File: src/rtl/ccs_pkg.sv
package ccs_pkg;
  localparam int OFF_REV    = 0;
  localparam int OFF_CTRL0  = 2;
  localparam int OFF_RESET  = 10;
  localparam int OFF_STATUS = 12;
  localparam int CB_EDGE    = 4;   // edge select, +line
  localparam int CB_EN      = 6;   // line enable, +line
  localparam int ST_TMO     = 12;  // timeout bit base in status
  localparam int ACK_L0     = 0;
  localparam int ACK_L1     = 2;
  typedef logic [7:0] ctrl_byte_t;
endpackage

File: src/rtl/ccs_ctrl_bank.sv
module ccs_ctrl_bank
  import ccs_pkg::*;
#(
  parameter int NUM_SLOTS = 4,
  parameter int ADDR_W    = 4
) (
  input  logic                                clk,
  input  logic                                rst,
  input  logic                                we,
  input  logic [ADDR_W-1:0]                   addr,
  input  logic [7:0]                          wdata,
  output ctrl_byte_t [NUM_SLOTS-1:0]          ctrl_q,
  output logic [2*NUM_SLOTS-1:0]              en_q,
  output logic [2*NUM_SLOTS-1:0]              edge_q,
  output logic [2*NUM_SLOTS-1:0]              edge_d
);
  ctrl_byte_t [NUM_SLOTS-1:0] ctrl_d;

  for (genvar s = 0; s < NUM_SLOTS; s++) begin : g_slot
    localparam int MY_OFF = OFF_CTRL0 + 2*s;
    always_comb begin
      ctrl_d[s] = ctrl_q[s];
      if (we && (int'(addr) == MY_OFF)) ctrl_d[s] = wdata;
    end
    always_ff @(posedge clk) begin
      if (rst) ctrl_q[s] <= '0;
      else     ctrl_q[s] <= ctrl_d[s];
    end
    for (genvar l = 0; l < 2; l++) begin : g_line
      assign en_q[2*s+l]   = ctrl_q[s][CB_EN+l];
      assign edge_q[2*s+l] = ctrl_q[s][CB_EDGE+l];
      assign edge_d[2*s+l] = ctrl_d[s][CB_EDGE+l];
    end
  end
endmodule

File: src/rtl/ccs_line_status.sv
module ccs_line_status #(
  parameter int NL = 8
) (
  input  logic          clk,
  input  logic          rst,
  input  logic [NL-1:0] req_i,
  input  logic [NL-1:0] en_i,
  input  logic [NL-1:0] edge_i,
  input  logic [NL-1:0] clr_i,
  output logic [NL-1:0] status_q,
  output logic [NL-1:0] status_d,
  output logic          fire_o
);
  logic [NL-1:0] req_q;
  logic [NL-1:0] fire_v;

  for (genvar i = 0; i < NL; i++) begin : g_ln
    logic rise, fall;
    assign rise = req_i[i] & ~req_q[i];
    assign fall = ~req_i[i] & req_q[i];
    always_comb begin
      status_d[i] = status_q[i];
      if (en_i[i]) begin
        if (clr_i[i])  status_d[i] = 1'b0;
        else if (rise) status_d[i] = 1'b1;
        else if (fall) status_d[i] = 1'b0;
      end
    end
    assign fire_v[i] = en_i[i] & edge_i[i] & rise & ~clr_i[i] & ~status_q[i];

    AST_DISABLED_HOLD: assert property (@(posedge clk) disable iff (rst)
      !en_i[i] |=> status_q[i] == $past(status_q[i]));
    AST_RISE_SETS: assert property (@(posedge clk) disable iff (rst)
      (en_i[i] && rise && !clr_i[i]) |=> status_q[i]);
  end

  always_ff @(posedge clk) begin
    if (rst) begin
      req_q    <= '0;
      status_q <= '0;
    end else begin
      req_q    <= req_i;
      status_q <= status_d;
    end
  end
  assign fire_o = |fire_v;
endmodule

File: src/rtl/ccs_irq_merge.sv
module ccs_irq_merge #(
  parameter int NL = 8
) (
  input  logic          clk,
  input  logic          rst,
  input  logic [NL-1:0] status_d,
  input  logic [NL-1:0] edge_d,
  input  logic          fire,
  output logic          host_irq
);
  logic sticky_q;
  logic sticky_d;

  assign sticky_d = |(status_d & ~edge_d);

  always_ff @(posedge clk) begin
    if (rst) begin
      sticky_q <= 1'b0;
      host_irq <= 1'b0;
    end else begin
      sticky_q <= sticky_d;
      host_irq <= fire ? ~sticky_q : sticky_d;
    end
  end

  AST_PULSE_INVERT: assert property (@(posedge clk) disable iff (rst)
    fire |=> host_irq == !$past(sticky_q));
  AST_LEVEL_FOLLOW: assert property (@(posedge clk) disable iff (rst)
    !fire |=> host_irq == sticky_q);
endmodule

File: src/rtl/carrier_irq_ctl.sv
module carrier_irq_ctl
  import ccs_pkg::*;
#(
  parameter int NUM_SLOTS = 4,
  parameter int ADDR_W    = 4,
  parameter int OFF_W     = 6
) (
  input  logic                         clk,
  input  logic                         rst,
  input  logic                         reg_we,
  input  logic [ADDR_W-1:0]            reg_addr,
  input  logic [15:0]                  reg_wdata,
  output logic [15:0]                  reg_rdata,
  input  logic [2*NUM_SLOTS-1:0]       mod_req,
  input  logic                         ack_valid,
  input  logic [$clog2(NUM_SLOTS)-1:0] ack_slot,
  input  logic [OFF_W-1:0]             ack_off,
  input  logic [NUM_SLOTS-1:0]         tmo_set,
  output logic [2*NUM_SLOTS-1:0]       req_clr,
  output logic                         host_irq
);
  localparam int NL = 2 * NUM_SLOTS;

  ctrl_byte_t [NUM_SLOTS-1:0] ctrl_q;
  logic [NL-1:0] en_q, edge_q, edge_d;
  logic [NL-1:0] status_q, status_d;
  logic [NL-1:0] wr_clr, ack_clr;
  logic [NUM_SLOTS-1:0] tmo_q;
  logic          fire;
  logic          wr_status;
  logic [15:0]   status_word;
  logic [15:0]   rd_d;

  assign wr_status = reg_we && (int'(reg_addr) == OFF_STATUS);
  assign wr_clr    = wr_status ? reg_wdata[NL-1:0] : '0;

  always_comb begin
    ack_clr = '0;
    if (ack_valid && (int'(ack_off) == ACK_L0 || int'(ack_off) == ACK_L1)) begin
      for (int i = 0; i < NL; i++) begin
        if (i == int'(ack_slot) * 2 + int'(ack_off[1]))
          ack_clr[i] = status_q[i] & ~edge_q[i];
      end
    end
  end

  ccs_ctrl_bank #(.NUM_SLOTS(NUM_SLOTS), .ADDR_W(ADDR_W)) u_ctrl (
    .clk(clk), .rst(rst), .we(reg_we), .addr(reg_addr), .wdata(reg_wdata[7:0]),
    .ctrl_q(ctrl_q), .en_q(en_q), .edge_q(edge_q), .edge_d(edge_d)
  );

  ccs_line_status #(.NL(NL)) u_stat (
    .clk(clk), .rst(rst), .req_i(mod_req), .en_i(en_q), .edge_i(edge_q),
    .clr_i(wr_clr | ack_clr), .status_q(status_q), .status_d(status_d),
    .fire_o(fire)
  );

  ccs_irq_merge #(.NL(NL)) u_merge (
    .clk(clk), .rst(rst), .status_d(status_d), .edge_d(edge_d),
    .fire(fire), .host_irq(host_irq)
  );

  for (genvar s = 0; s < NUM_SLOTS; s++) begin : g_tmo
    always_ff @(posedge clk) begin
      if (rst) tmo_q[s] <= 1'b0;
      else     tmo_q[s] <= tmo_set[s] | (tmo_q[s] & ~(wr_status & reg_wdata[ST_TMO+s]));
    end
  end

  always_comb begin
    status_word = '0;
    status_word[NL-1:0] = status_q;
    for (int s = 0; s < NUM_SLOTS; s++) status_word[ST_TMO+s] = tmo_q[s];
  end

  always_comb begin
    rd_d = '0;
    if (int'(reg_addr) == OFF_STATUS) rd_d = status_word;
    for (int s = 0; s < NUM_SLOTS; s++)
      if (int'(reg_addr) == OFF_CTRL0 + 2*s) rd_d = {8'h00, ctrl_q[s]};
  end

  always_ff @(posedge clk) begin
    if (rst) begin
      reg_rdata <= '0;
      req_clr   <= '0;
    end else begin
      reg_rdata <= rd_d;
      req_clr   <= wr_clr | ack_clr;
    end
  end

  AST_TMO_SET: assert property (@(posedge clk) disable iff (rst)
    (|tmo_set) |=> ((tmo_q & $past(tmo_set)) == $past(tmo_set)));
  AST_ACK_CLEARS: assert property (@(posedge clk) disable iff (rst)
    (|ack_clr) |=> ((req_clr & $past(ack_clr)) == $past(ack_clr)));
endmodule

File: config.mk
export PLATFORM = sky130hd
export DESIGN_NAME = carrier_irq_ctl
export DESIGN_NICKNAME = d
export VERILOG_FILES = /design/src/rtl/ccs_pkg.sv /design/src/rtl/ccs_ctrl_bank.sv /design/src/rtl/ccs_line_status.sv /design/src/rtl/ccs_irq_merge.sv /design/src/rtl/carrier_irq_ctl.sv
export SDC_FILE = /design/constraint.sdc
export NUM_CORES = 1
export LEC_CHECK = 0
export ABC_CLOCK_PERIOD_IN_PS = 2700
export CORE_MARGIN = 2
export CORE_UTILIZATION = 55
export CTS_BUF_LIST = sky130_fd_sc_hd__clkbuf_2
export CTS_CLUSTER_DIAMETER = 200
export DETAILED_ROUTE_END_ITERATION = 7
export DONT_BUFFER_PORTS = 1
export GPL_TIMING_DRIVEN = 0
export PLACE_DENSITY = 0.69
export SLEW_MARGIN = 20
export SYNTH_ARGS = -nofsm -noshare
export SYNTH_HDL_FRONTEND = slang
export SYNTH_HIERARCHICAL = 1
export SYNTH_SLANG_ARGS = --single-unit
File: constraint.sdc
create_clock -name clk -period 2.7 [get_ports clk]
set_input_delay 0 -clock clk [delete_from_list [all_inputs] [get_ports clk]]
set_output_delay 0 -clock clk [all_outputs]
set_load 0.02 [all_outputs]
==> results list, run 1 <==
* Result of the run: complete, no violations
- Of the post-synthesis cell area, the dominant cell type holds 38.9%.
* Post-layout nets: 507
* Final count of negative-setup-slack endpoints: 0
* Worst slack at placement: roughly 0.47 ns
- Global routing consumed, over all layers together, 28.6% of the routing resources.
- Max Transition Viols Final: 0
* Number of placement rows: 30
- Setup repair after global routing left no endpoint under its margin.
* Number of iterations in the first detailed-routing pass: 4
- Number of inserted diodes: 0
- Worst-case clock skew: 0.0194 ns
* Maximum VDD drop: 0.000311 V
- The worst pin sits at a relative slew slack of around 56%.
- Clock net sink count: 74
* Via/cell ratio: 5.83
- Primary FF master, synth: sky130_fd_sc_hd__dfxtp_1
* Final Hold Vio Count: 0
* Worst path required time: 3.11 ns
* Critical Path, Cell by Cell: dlygate4sd3_1, buf_2, and4bb_1, and2_2, buf_6, a22o_2, nor4b_2, and3_1, a31oi_1, nand4_1, dlygate4sd3_1, a21o_1, a31oi_1
* Buffer depth of the longest clock path: 2
* Count of flip-flops with a built-in enable after synthesis: 0
* Relative area change from synthesis to final layout: 19.7%
- The region available for standard cell placement spans 6760 um^2.
- Reg clk slew, reported paths: 0.21 ns
* Number of max-cap violations: 0
- The largest single stage delay on the critical path is about 0.57 ns.
* Final setup TNS: 0 ns
- Post-layout minimum cycle time: 2.62 ns
- The initial utilization of the core area, before any placement, comes to 56.4%.
- The Yosys step of the flow raised 6 warnings.
- The number of antenna violations at the first check in global routing came to 0.
- Number of unique standard cell types used by synthesis: between 50 and 60
- The worst setup path is of the in -> reg kind.
- Setup crit start kind: input pin
- Family of cells with the greatest summed delay on the critical path: buffers and inverters
- After synthesis, flip-flops and latches occupy 38.9% of the total area.
* Highest achievable clock rate: 0.382 GHz
* Flip-flop and latch count after synthesis: 74
- Data arrival time of the critical path: 3.03 ns
- TritonCTS created 9 clock buffers.
- Post-detailed-routing wire length: 10.7 mm
- Cells fill 67.5% of the core in the end.
- STA classifies the critical path endpoint as a flop.
- The root buffer cell chosen for the clock tree is sky130_fd_sc_hd__clkbuf_2.
* Clock latency of the later-clocked register in the worst-skew pair: ~0.50 ns
* Combined buffer and inverter count along the critical path: 4
- Drc violations: 0
- Final period utilization: roughly 97%
* Worst Slack Setup Final: 0.0815 ns
* Post-synth design cell area: 3810 um^2
- Port buffering added 0 buffers.
* Post-Synthesis Cells: between 300 and 400
- TritonCTS built the clock tree.
* Post-detailed-route count of antenna-violating nets: 0
* Post-detailed-route wirelength per cell: approximately 20 um
- Entering global routing, the biggest net connects 13 pins.
- Ratio of cells with drive above 1 in the final layout: between 10% and 20%
* Total gr overflow: 0
* Top cell type by total area after synthesis: sky130_fd_sc_hd__dfxtp_1
- Synth Area per Inst: 9.57 um^2
- Number of global-route vias before repair: 3092
* Die Width: 87.2 um
- Most frequent cell after synthesis: sky130_fd_sc_hd__dfxtp_1
- Violation count after the first detailed-route iteration: 180
- Hold Crit Class: in -> reg
* Total I/O pin count: 69
- After legalization and detailed placement, the total HPWL measured between 6 and 7 mm.
* Max stage delay cell, worst path: sky130_fd_sc_hd__dlygate4sd3_1
- Overall via count from detail_route: ~3200
- The first global-routing pass estimated 16.3 mm of wire.
- Pleak: ~2.0 nW
* Most frequent cells after synthesis: sky130_fd_sc_hd__dfxtp_1, sky130_fd_sc_hd__nand2b_1, sky130_fd_sc_hd__mux2i_1, sky130_fd_sc_hd__nor2b_1, sky130_fd_sc_hd__buf_4
- Dividing total power by cell area gives a power density of ~500 nW/um^2.
- After synthesis, the share of flip-flops with an asynchronous set or reset is 0%.
- Once placement finished, the instance area stood at 3920 um^2.
- Die H: between 80 and 90 um
* Leading cell types by total area after synthesis: sky130_fd_sc_hd__dfxtp_1, sky130_fd_sc_hd__nand2b_1, sky130_fd_sc_hd__mux2i_1, sky130_fd_sc_hd__buf_4, sky130_fd_sc_hd__nor2b_1
- Gp weighted congestion: 0.848
* Total setup buffers inserted after CTS: 0
* Number of levels the H-tree was split into: 3
- Pin slew with the least headroom to its limit: about 0.66 ns
- Final cell area excluding filler cells: 4560 um^2
- The die covers 7610 um^2.
- Worst Path Max Fanout: 10
## tightest hold or removal path: cells and delay by family
kind | cells | cell delay [ns]
AND/OR/NAND/NOR | 3 | 0.31
AO/OA/AOI/OAI | 1 | 0.23
## final cells by class
class                   instances  area [um^2]
well taps                      80          100
multi-input cells             269         2040
clock buffers                  11         55.1
plain buffers                  41          258
repair buffers                 51          510
fillers                       562         2200
clock inverters                 5         55.1
inverters                      17         63.8
flip-flops and latches         74         1480
## what timing repair did
item,in CTS,in global routing
setup endpoints to repair,0,2
hold buffers,51,0
endpoints found under the hold margin,74,0
resized for setup,0,6
## layer usage
layer / GRT usage (%) / vias up / share of wire [%] / wire, um
li1: - / 1529 / - / -
met1: 37.4 / 1538 / 44 / 4680
met5: 0 / - / 0 / 0
met2: 47.6 / 109 / 49 / 5260
met3: 5.40 / 19 / 5.2 / 553
met4: 9.37 / 0 / 2.1 / 227
## power breakdown
group	leakage, nW	switching (mW)	internal [mW]
clock network	0.0696	0.391	0.219
logic	1.30	0.193	0.218
registers	0.603	0.0593	1.14
total	1.97	0.643	1.58
## cells by family after synthesis
logic type,share of synthesized area (%)
buffers and inverters,8.28
multiplexers,11.0
flip-flops,38.9
other,0.0985
AO/OA/AOI/OAI,15.2
AND/OR/NAND/NOR,26.5
## per-stage QoR
stage | instances | hold slack, ns | power, mW
2_1_floorplan | 401 | 0.0691 | 1.47
3_3_place_gp | 481 | 0.0737 | 1.54
3_5_place_dp | 481 | 0.0750 | 1.54
4_1_cts | 548 | 0.00137 | 2.23
5_1_grt | 548 | -0.00333 | 2.33
6_report | 548 | 0.0467 | 2.22
## cell usage in the layout, fill, tap and decap left out, types with 3 or more instances in the layout
cell                            synthesis  routed
sky130_fd_sc_hd__dfxtp_1               74      74
sky130_fd_sc_hd__nand2b_1              55      55
sky130_fd_sc_hd__dlygate4sd3_1          0      51
sky130_fd_sc_hd__mux2i_1               32      32
sky130_fd_sc_hd__nor2b_1               22      22
sky130_fd_sc_hd__buf_4                 21      21
sky130_fd_sc_hd__inv_1                 15      15
sky130_fd_sc_hd__a21oi_1               15      15
sky130_fd_sc_hd__a2bb2oi_1             14      14
sky130_fd_sc_hd__nor2_1                12      12
sky130_fd_sc_hd__clkbuf_2               1      12
sky130_fd_sc_hd__a31oi_1               12      12
sky130_fd_sc_hd__a22o_1                10      10
sky130_fd_sc_hd__clkbuf_1              10      10
sky130_fd_sc_hd__and2b_1               10      10
sky130_fd_sc_hd__nor3_1                 9       9
sky130_fd_sc_hd__nor4b_1                9       8
sky130_fd_sc_hd__o22ai_1                8       8
sky130_fd_sc_hd__buf_2                  8       7
sky130_fd_sc_hd__mux2_2                 6       6
sky130_fd_sc_hd__a22o_2                 4       4
sky130_fd_sc_hd__a311oi_1               4       4
sky130_fd_sc_hd__and2_1                 5       4
sky130_fd_sc_hd__conb_1                 1       4
sky130_fd_sc_hd__nor4bb_1               4       3
sky130_fd_sc_hd__nand2_1                3       3
sky130_fd_sc_hd__and3_1                 3       3
## state kept, by name (all words and copies together) (netlist names)
signal,count
u_ctrl/ctrl_q,32
u_merge/host_irq,1
u_stat/req_q,8
reg_rdata,12
u_stat/status_q,8
status_word,4
u_merge/sticky_q,1
req_clr,8
## final timing paths
| kind | start | to | slack (ns) | cells past startpoint |
|---|---|---|---|---|
| worst min-delay path | ack_off[4] | req_clr[3] | 0.05 | 4 |
| worst max register to register | u_ctrl/ctrl_q[20] | u_merge/host_irq | 0.19 | 10 |
| worst min register to register | status_word[15] | reg_rdata[15] | 0.49 | 1 |
| worst max-delay path | reg_addr[0] | u_merge/host_irq | 0.08 | 13 |
(Power assumes the default switching activity.)
==> inputs of run 2 (changes only) <==
Settings changed: ABC_AREA from default to 1, CORE_MARGIN 2 to default.
==> run 2 against run 1 <==
The flow now finishes with violations (negative hold slack). Setup slack gained 0.25 ns. Final area rose by 4.9%. Critical path depth fell by 3. Synthesized cell count is 55% higher. Core utilization increased by 1.8 points. Maximum frequency increased by 10%. Non-clock buffer count increased by 4. Sequential power is 4% lower. Critical endpoint is now u_ctrl/ctrl_q[29]. Largest cell class unchanged. Largest power group unchanged.
==> results list, run 2 <==
- The total leakage power was 2.38 nW (+21%).
- Largest family of logic cells by synthesized area: simple AND/OR/NAND/NOR gates
- Final Hold Vio Count: 1 (+1)
- The worst setup path is captured at a flop.
- Gp weighted congestion: 0.936 (+10%)
- The max capacitance violation total came to 0 (unchanged).
- The run finished, with violations left.
* Crit path kind: in -> reg
- The number of setup violations in the final report came to 0 (unchanged).
- Die outline area: 7580 um^2 (-0.40%)
- The biggest cell delay along the critical path was 0.67 ns (+0.10 ns).
- CTS tree: yes
- Number of iterations in the first detailed-routing pass: 5 (+1)
* Adder and majority cell fraction of the synthesized area: 0% (unchanged)
* Fraction of synthesized cell area in xor and xnor cells: 0% (unchanged)
- Pin count of the biggest net entering global routing: 11 (-2)
- The critical path required time came to 3.16 ns (+0.05 ns).
- The number of buffers on the longest clock path was 2 (unchanged).
- Area share of the leading cell type in the synthesized netlist: 37.2% (-1.7 points)
- The DRC marker count from the first detailed-route iteration was 215 (+19%).
- Primary FF master, synth: sky130_fd_sc_hd__dfxtp_1
- The top-level I/O count was 69 (unchanged).
- Counting stages on the worst path, the most repeated cell is sky130_fd_sc_hd__dlygate4sd3_1.
- Clock root buffer: sky130_fd_sc_hd__clkbuf_2
- The hold-critical path depth was 5 (+1).
* Number of unique standard cell types used by synthesis: 25 (-51%)
- The clock latency at the later pin of the worst-skew pair came to 0.53 ns (+0.03 ns).
- Number of inserted diodes: 0 (unchanged)
- The post-synthesis async set-or-reset flop share is 0% (unchanged).
- Flip-flop count of the largest register after layout: 32 (unchanged)
- Commonest cells after routing, fill and taps aside: sky130_fd_sc_hd__nor2_1, sky130_fd_sc_hd__nand2_1, sky130_fd_sc_hd__inv_1, sky130_fd_sc_hd__dfxtp_1, sky130_fd_sc_hd__nand3_1
- Highest achievable clock rate: 0.421 GHz (+10%)
- The net switching power is 0.567 mW (-12%).
* Worst-case clock skew: 0.0172 ns (-0.00217 ns)
* Multiplexer fraction of the synthesized cell area: 0% (-11 points)
- The total power divided by cell area is 400 nW/um^2 (-18%).
* Max Transition Viols Final: 0 (unchanged)
* Reg clk slew, reported paths: 0.19 ns (-0.02 ns)
- The number of gates on the worst path with buffers counted came to 10 (-3).
- Maximum VDD drop: 0.000372 V (+20%)
- The tightest min-delay check is of the in -> reg type.
* Leading registers by flop count: u_ctrl/ctrl_q x32, reg_rdata x12
* Top cell type by total area after synthesis: sky130_fd_sc_hd__dfxtp_1
- Post-route non-filler standard cell count: 787 (+44%)
* Critical Path, Cell by Cell: dlymetal6s4s_1, buf_4, inv_2, nor2_4, dlygate4sd3_1, nand4_1, dlygate4sd3_1, nand2_1, dlygate4sd3_1, nor2_1
* Synth Area per Inst: 6.47 um^2 (-32%)
- Most common cell after layout, fill and taps aside: sky130_fd_sc_hd__nor2_1
- The cell-internal power came to 1.35 mW (-15%).
* Relative area change from synthesis to final layout: 20.3%
- Overall via count from detail_route: 4051 (+27%)
- Post-layout minimum cycle time: 2.37 ns (-0.245 ns)
- Data arrival time of the critical path: 2.83 ns (-0.20 ns)
- Proportion of power drawn by flip-flops and latches: 59.9% (+5.8 points)
- Final period utilization: 87.9% (-9.1 points)
- Number of placed instances, taps included: 714 (+48%)
* Synthesized-area fraction occupied by and/or/nand/nor cells: 41.3% (+15 points)
* Number of levels the H-tree was split into: 3 (unchanged)
* Via/cell ratio: 5.15 (-12%)
- Pin slew with the least headroom to its limit: 0.663 ns (+0.00175 ns)
- Setup repair after global routing left no endpoint under its margin.
* Final setup TNS: 0 ns (unchanged)
- The complex-gate fraction of the synthesized area came to 5.10% (-10 points).
- The first-pass GRT wire length was 17.4 mm (+6.7%).
- The detailed-route DRC error count was 0 (unchanged).
- Leading cell types by total area after synthesis: sky130_fd_sc_hd__dfxtp_1, sky130_fd_sc_hd__nor2_1, sky130_fd_sc_hd__nand2_1, sky130_fd_sc_hd__inv_1, sky130_fd_sc_hd__nand3_1
- Post-DP HPWL: 7.79 mm (+13%)
- The largest individual stage delay along the critical path comes from the cell sky130_fd_sc_hd__dlygate4sd3_1.
- # port buffers: 0 (unchanged)
* Total Power: 1.92 mW (-14%)
- Post-detailed-route wirelength per cell: 14.2 um (-27%)
- The area inside the core boundary came to 6910 um^2 (+2.2%).
- The horizontal die dimension is 87.0 um (-0.20%).
- Most frequent cell after synthesis: sky130_fd_sc_hd__nor2_1
* Most frequent cells after synthesis: sky130_fd_sc_hd__nor2_1, sky130_fd_sc_hd__nand2_1, sky130_fd_sc_hd__inv_1, sky130_fd_sc_hd__dfxtp_1, sky130_fd_sc_hd__nand3_1
- The maximum fanout along the worst path was 10 (unchanged).
- The post-synthesis sequential area ratio was 37.2% (-1.7 points).
- The number of antenna-violating nets in the routed design came to 0 (unchanged).
- The worst hold slack after final layout is -0.0203 ns (-0.0670 ns).
- The number of standard-cell rows in the floorplan came to 30 (unchanged).
- Combined buffer and inverter count along the critical path: 6 (+2)
- Post-detailed-routing wire length: 11.2 mm (+4.5%)
- Worst max-slew margin expressed relative to the limit: 55.7% (-0.087 points)
- Ranked by flip-flop count, first place goes to u_ctrl/ctrl_q.
- Total gr overflow: 0 (unchanged)
- The post-synth design cell area came to 3980 um^2 (+4.4%).
- The share of power burned in combinational logic was 15.2% (-3.3 points).
* Setup crit start kind: input pin
* Ratio of cells with drive above 1 in the final layout: 12.0% (-3.6 points)
- Overall routing resource usage: 30.6% (+1.9 points)
- Depth of the most critical reg-to-reg path: 16 (+6)
- The switching fraction of total power is 29.6% (+0.70 points).
- Flip-flop and latch count after synthesis: 74 (unchanged)
- TritonCTS buffer count: 9 (unchanged)
* Effective utilization at floorplan: 57.6% (+1.2 points)
* Violations in the final reports: negative hold slack
- The post-synthesis cell count was 615 (+55%).
* Post-layout nets: 733 (+45%)
- Die H: 87.0 um (-0.20%)
- Synth Warn #: 6 (unchanged)
* Number of global-route vias before repair: 3713 (+20%)
- The count of clock tree sinks is 74 (unchanged).
* Initial antenna violation count: 0 (unchanged)
* Clock share of power: 24.9% (-2.5 points)
* Family of cells with the greatest summed delay on the critical path: buffers and inverters
- The number of flops mapped to enable cells by yosys came to 0 (unchanged).
-- run 2: final timing paths --
check	startpoint	endpoint	slack, ns
worst max-delay path	reg_we	u_ctrl/ctrl_q[29]	0.33
worst min-delay path	ack_off[2]	req_clr[3]	-0.02
worst max register to register	u_ctrl/ctrl_q[29]	u_merge/host_irq	0.53
worst min register to register	status_word[14]	reg_rdata[14]	0.44
-- run 2: per-stage QoR --
stage | setup slack (ns) | instance area [um^2] | utilization, %
after global routing | 0.161 | 4790 | 69.3
after CTS | 0.0313 | 4760 | 68.9
after detailed placement | 1.07 | 4110 | 59.5
after floorplan | 1.30 | 3990 | -
final | 0.327 | 4790 | 69.3
after global placement | 1.07 | 4110 | 59.5
-- run 2: layer usage --
layer	wire length (um)	track usage [%]
met1	4890	37.9
met2	5200	51.5
met3	742	4.83
met4	367	14.8
met5	0	0
-- run 2: cell families (layout without fill, tap and decap cells) --
family	after synthesis	after routing
compound gates	34	34
buf+inv	134	207
flops	74	74
other cells	1	4
simple gates	372	372
-- run 2: layout make-up --
| class | instances | area [um^2] |
|---|---|---|
| Fill cell | 624 | 2120 |
| Buffer | 36 | 278 |
| Tap cell | 96 | 120 |
| Timing Repair Buffer | 60 | 608 |
| Inverter | 98 | 369 |
| Clock inverter | 2 | 7.51 |
| Multi-Input combinational cell | 410 | 1870 |
| Sequential cell | 74 | 1480 |
| Clock buffer | 11 | 55.1 |
-- run 2: worst reg2reg max path: stages, from the launching register on --
cell and delay (ns):
sky130_fd_sc_hd__dfxtp_1 0.38, sky130_fd_sc_hd__buf_4 0.14, sky130_fd_sc_hd__inv_1 0.06, sky130_fd_sc_hd__nand4_1 0.08
sky130_fd_sc_hd__nor2_1 0.11, sky130_fd_sc_hd__nor2_1 0.05, sky130_fd_sc_hd__dlygate4sd3_1 0.56, sky130_fd_sc_hd__inv_1 0.06
sky130_fd_sc_hd__nor2_1 0.05, sky130_fd_sc_hd__nand3_1 0.10, sky130_fd_sc_hd__nand2_1 0.08, sky130_fd_sc_hd__nand2_1 0.07
sky130_fd_sc_hd__nand2_1 0.06, sky130_fd_sc_hd__nor2_2 0.14, sky130_fd_sc_hd__nand3_1 0.08, sky130_fd_sc_hd__nand2_1 0.06
sky130_fd_sc_hd__inv_1 0.03
-- run 2: repair_timing --
| action | 4_1_cts | 5_1_grt |
|---|---|---|
| buffers inserted | 0 | 2 |
| hold buffers | 59 | 0 |
| endpoints found under the setup margin | 0 | 4 |
| hold endpoints to repair | 74 | 0 |
| resized for setup | 0 | 8 |
-- run 2: power by group through the flow --
stage / combinational (mW) / sequential [mW] / clock (mW)
after floorplan: 0.172 / 1.16 / 0
after global placement: 0.210 / 1.17 / 0
after detailed placement: 0.215 / 1.17 / 0
after CTS: 0.281 / 1.15 / 0.480
after global routing: 0.319 / 1.15 / 0.523
final: 0.292 / 1.15 / 0.476
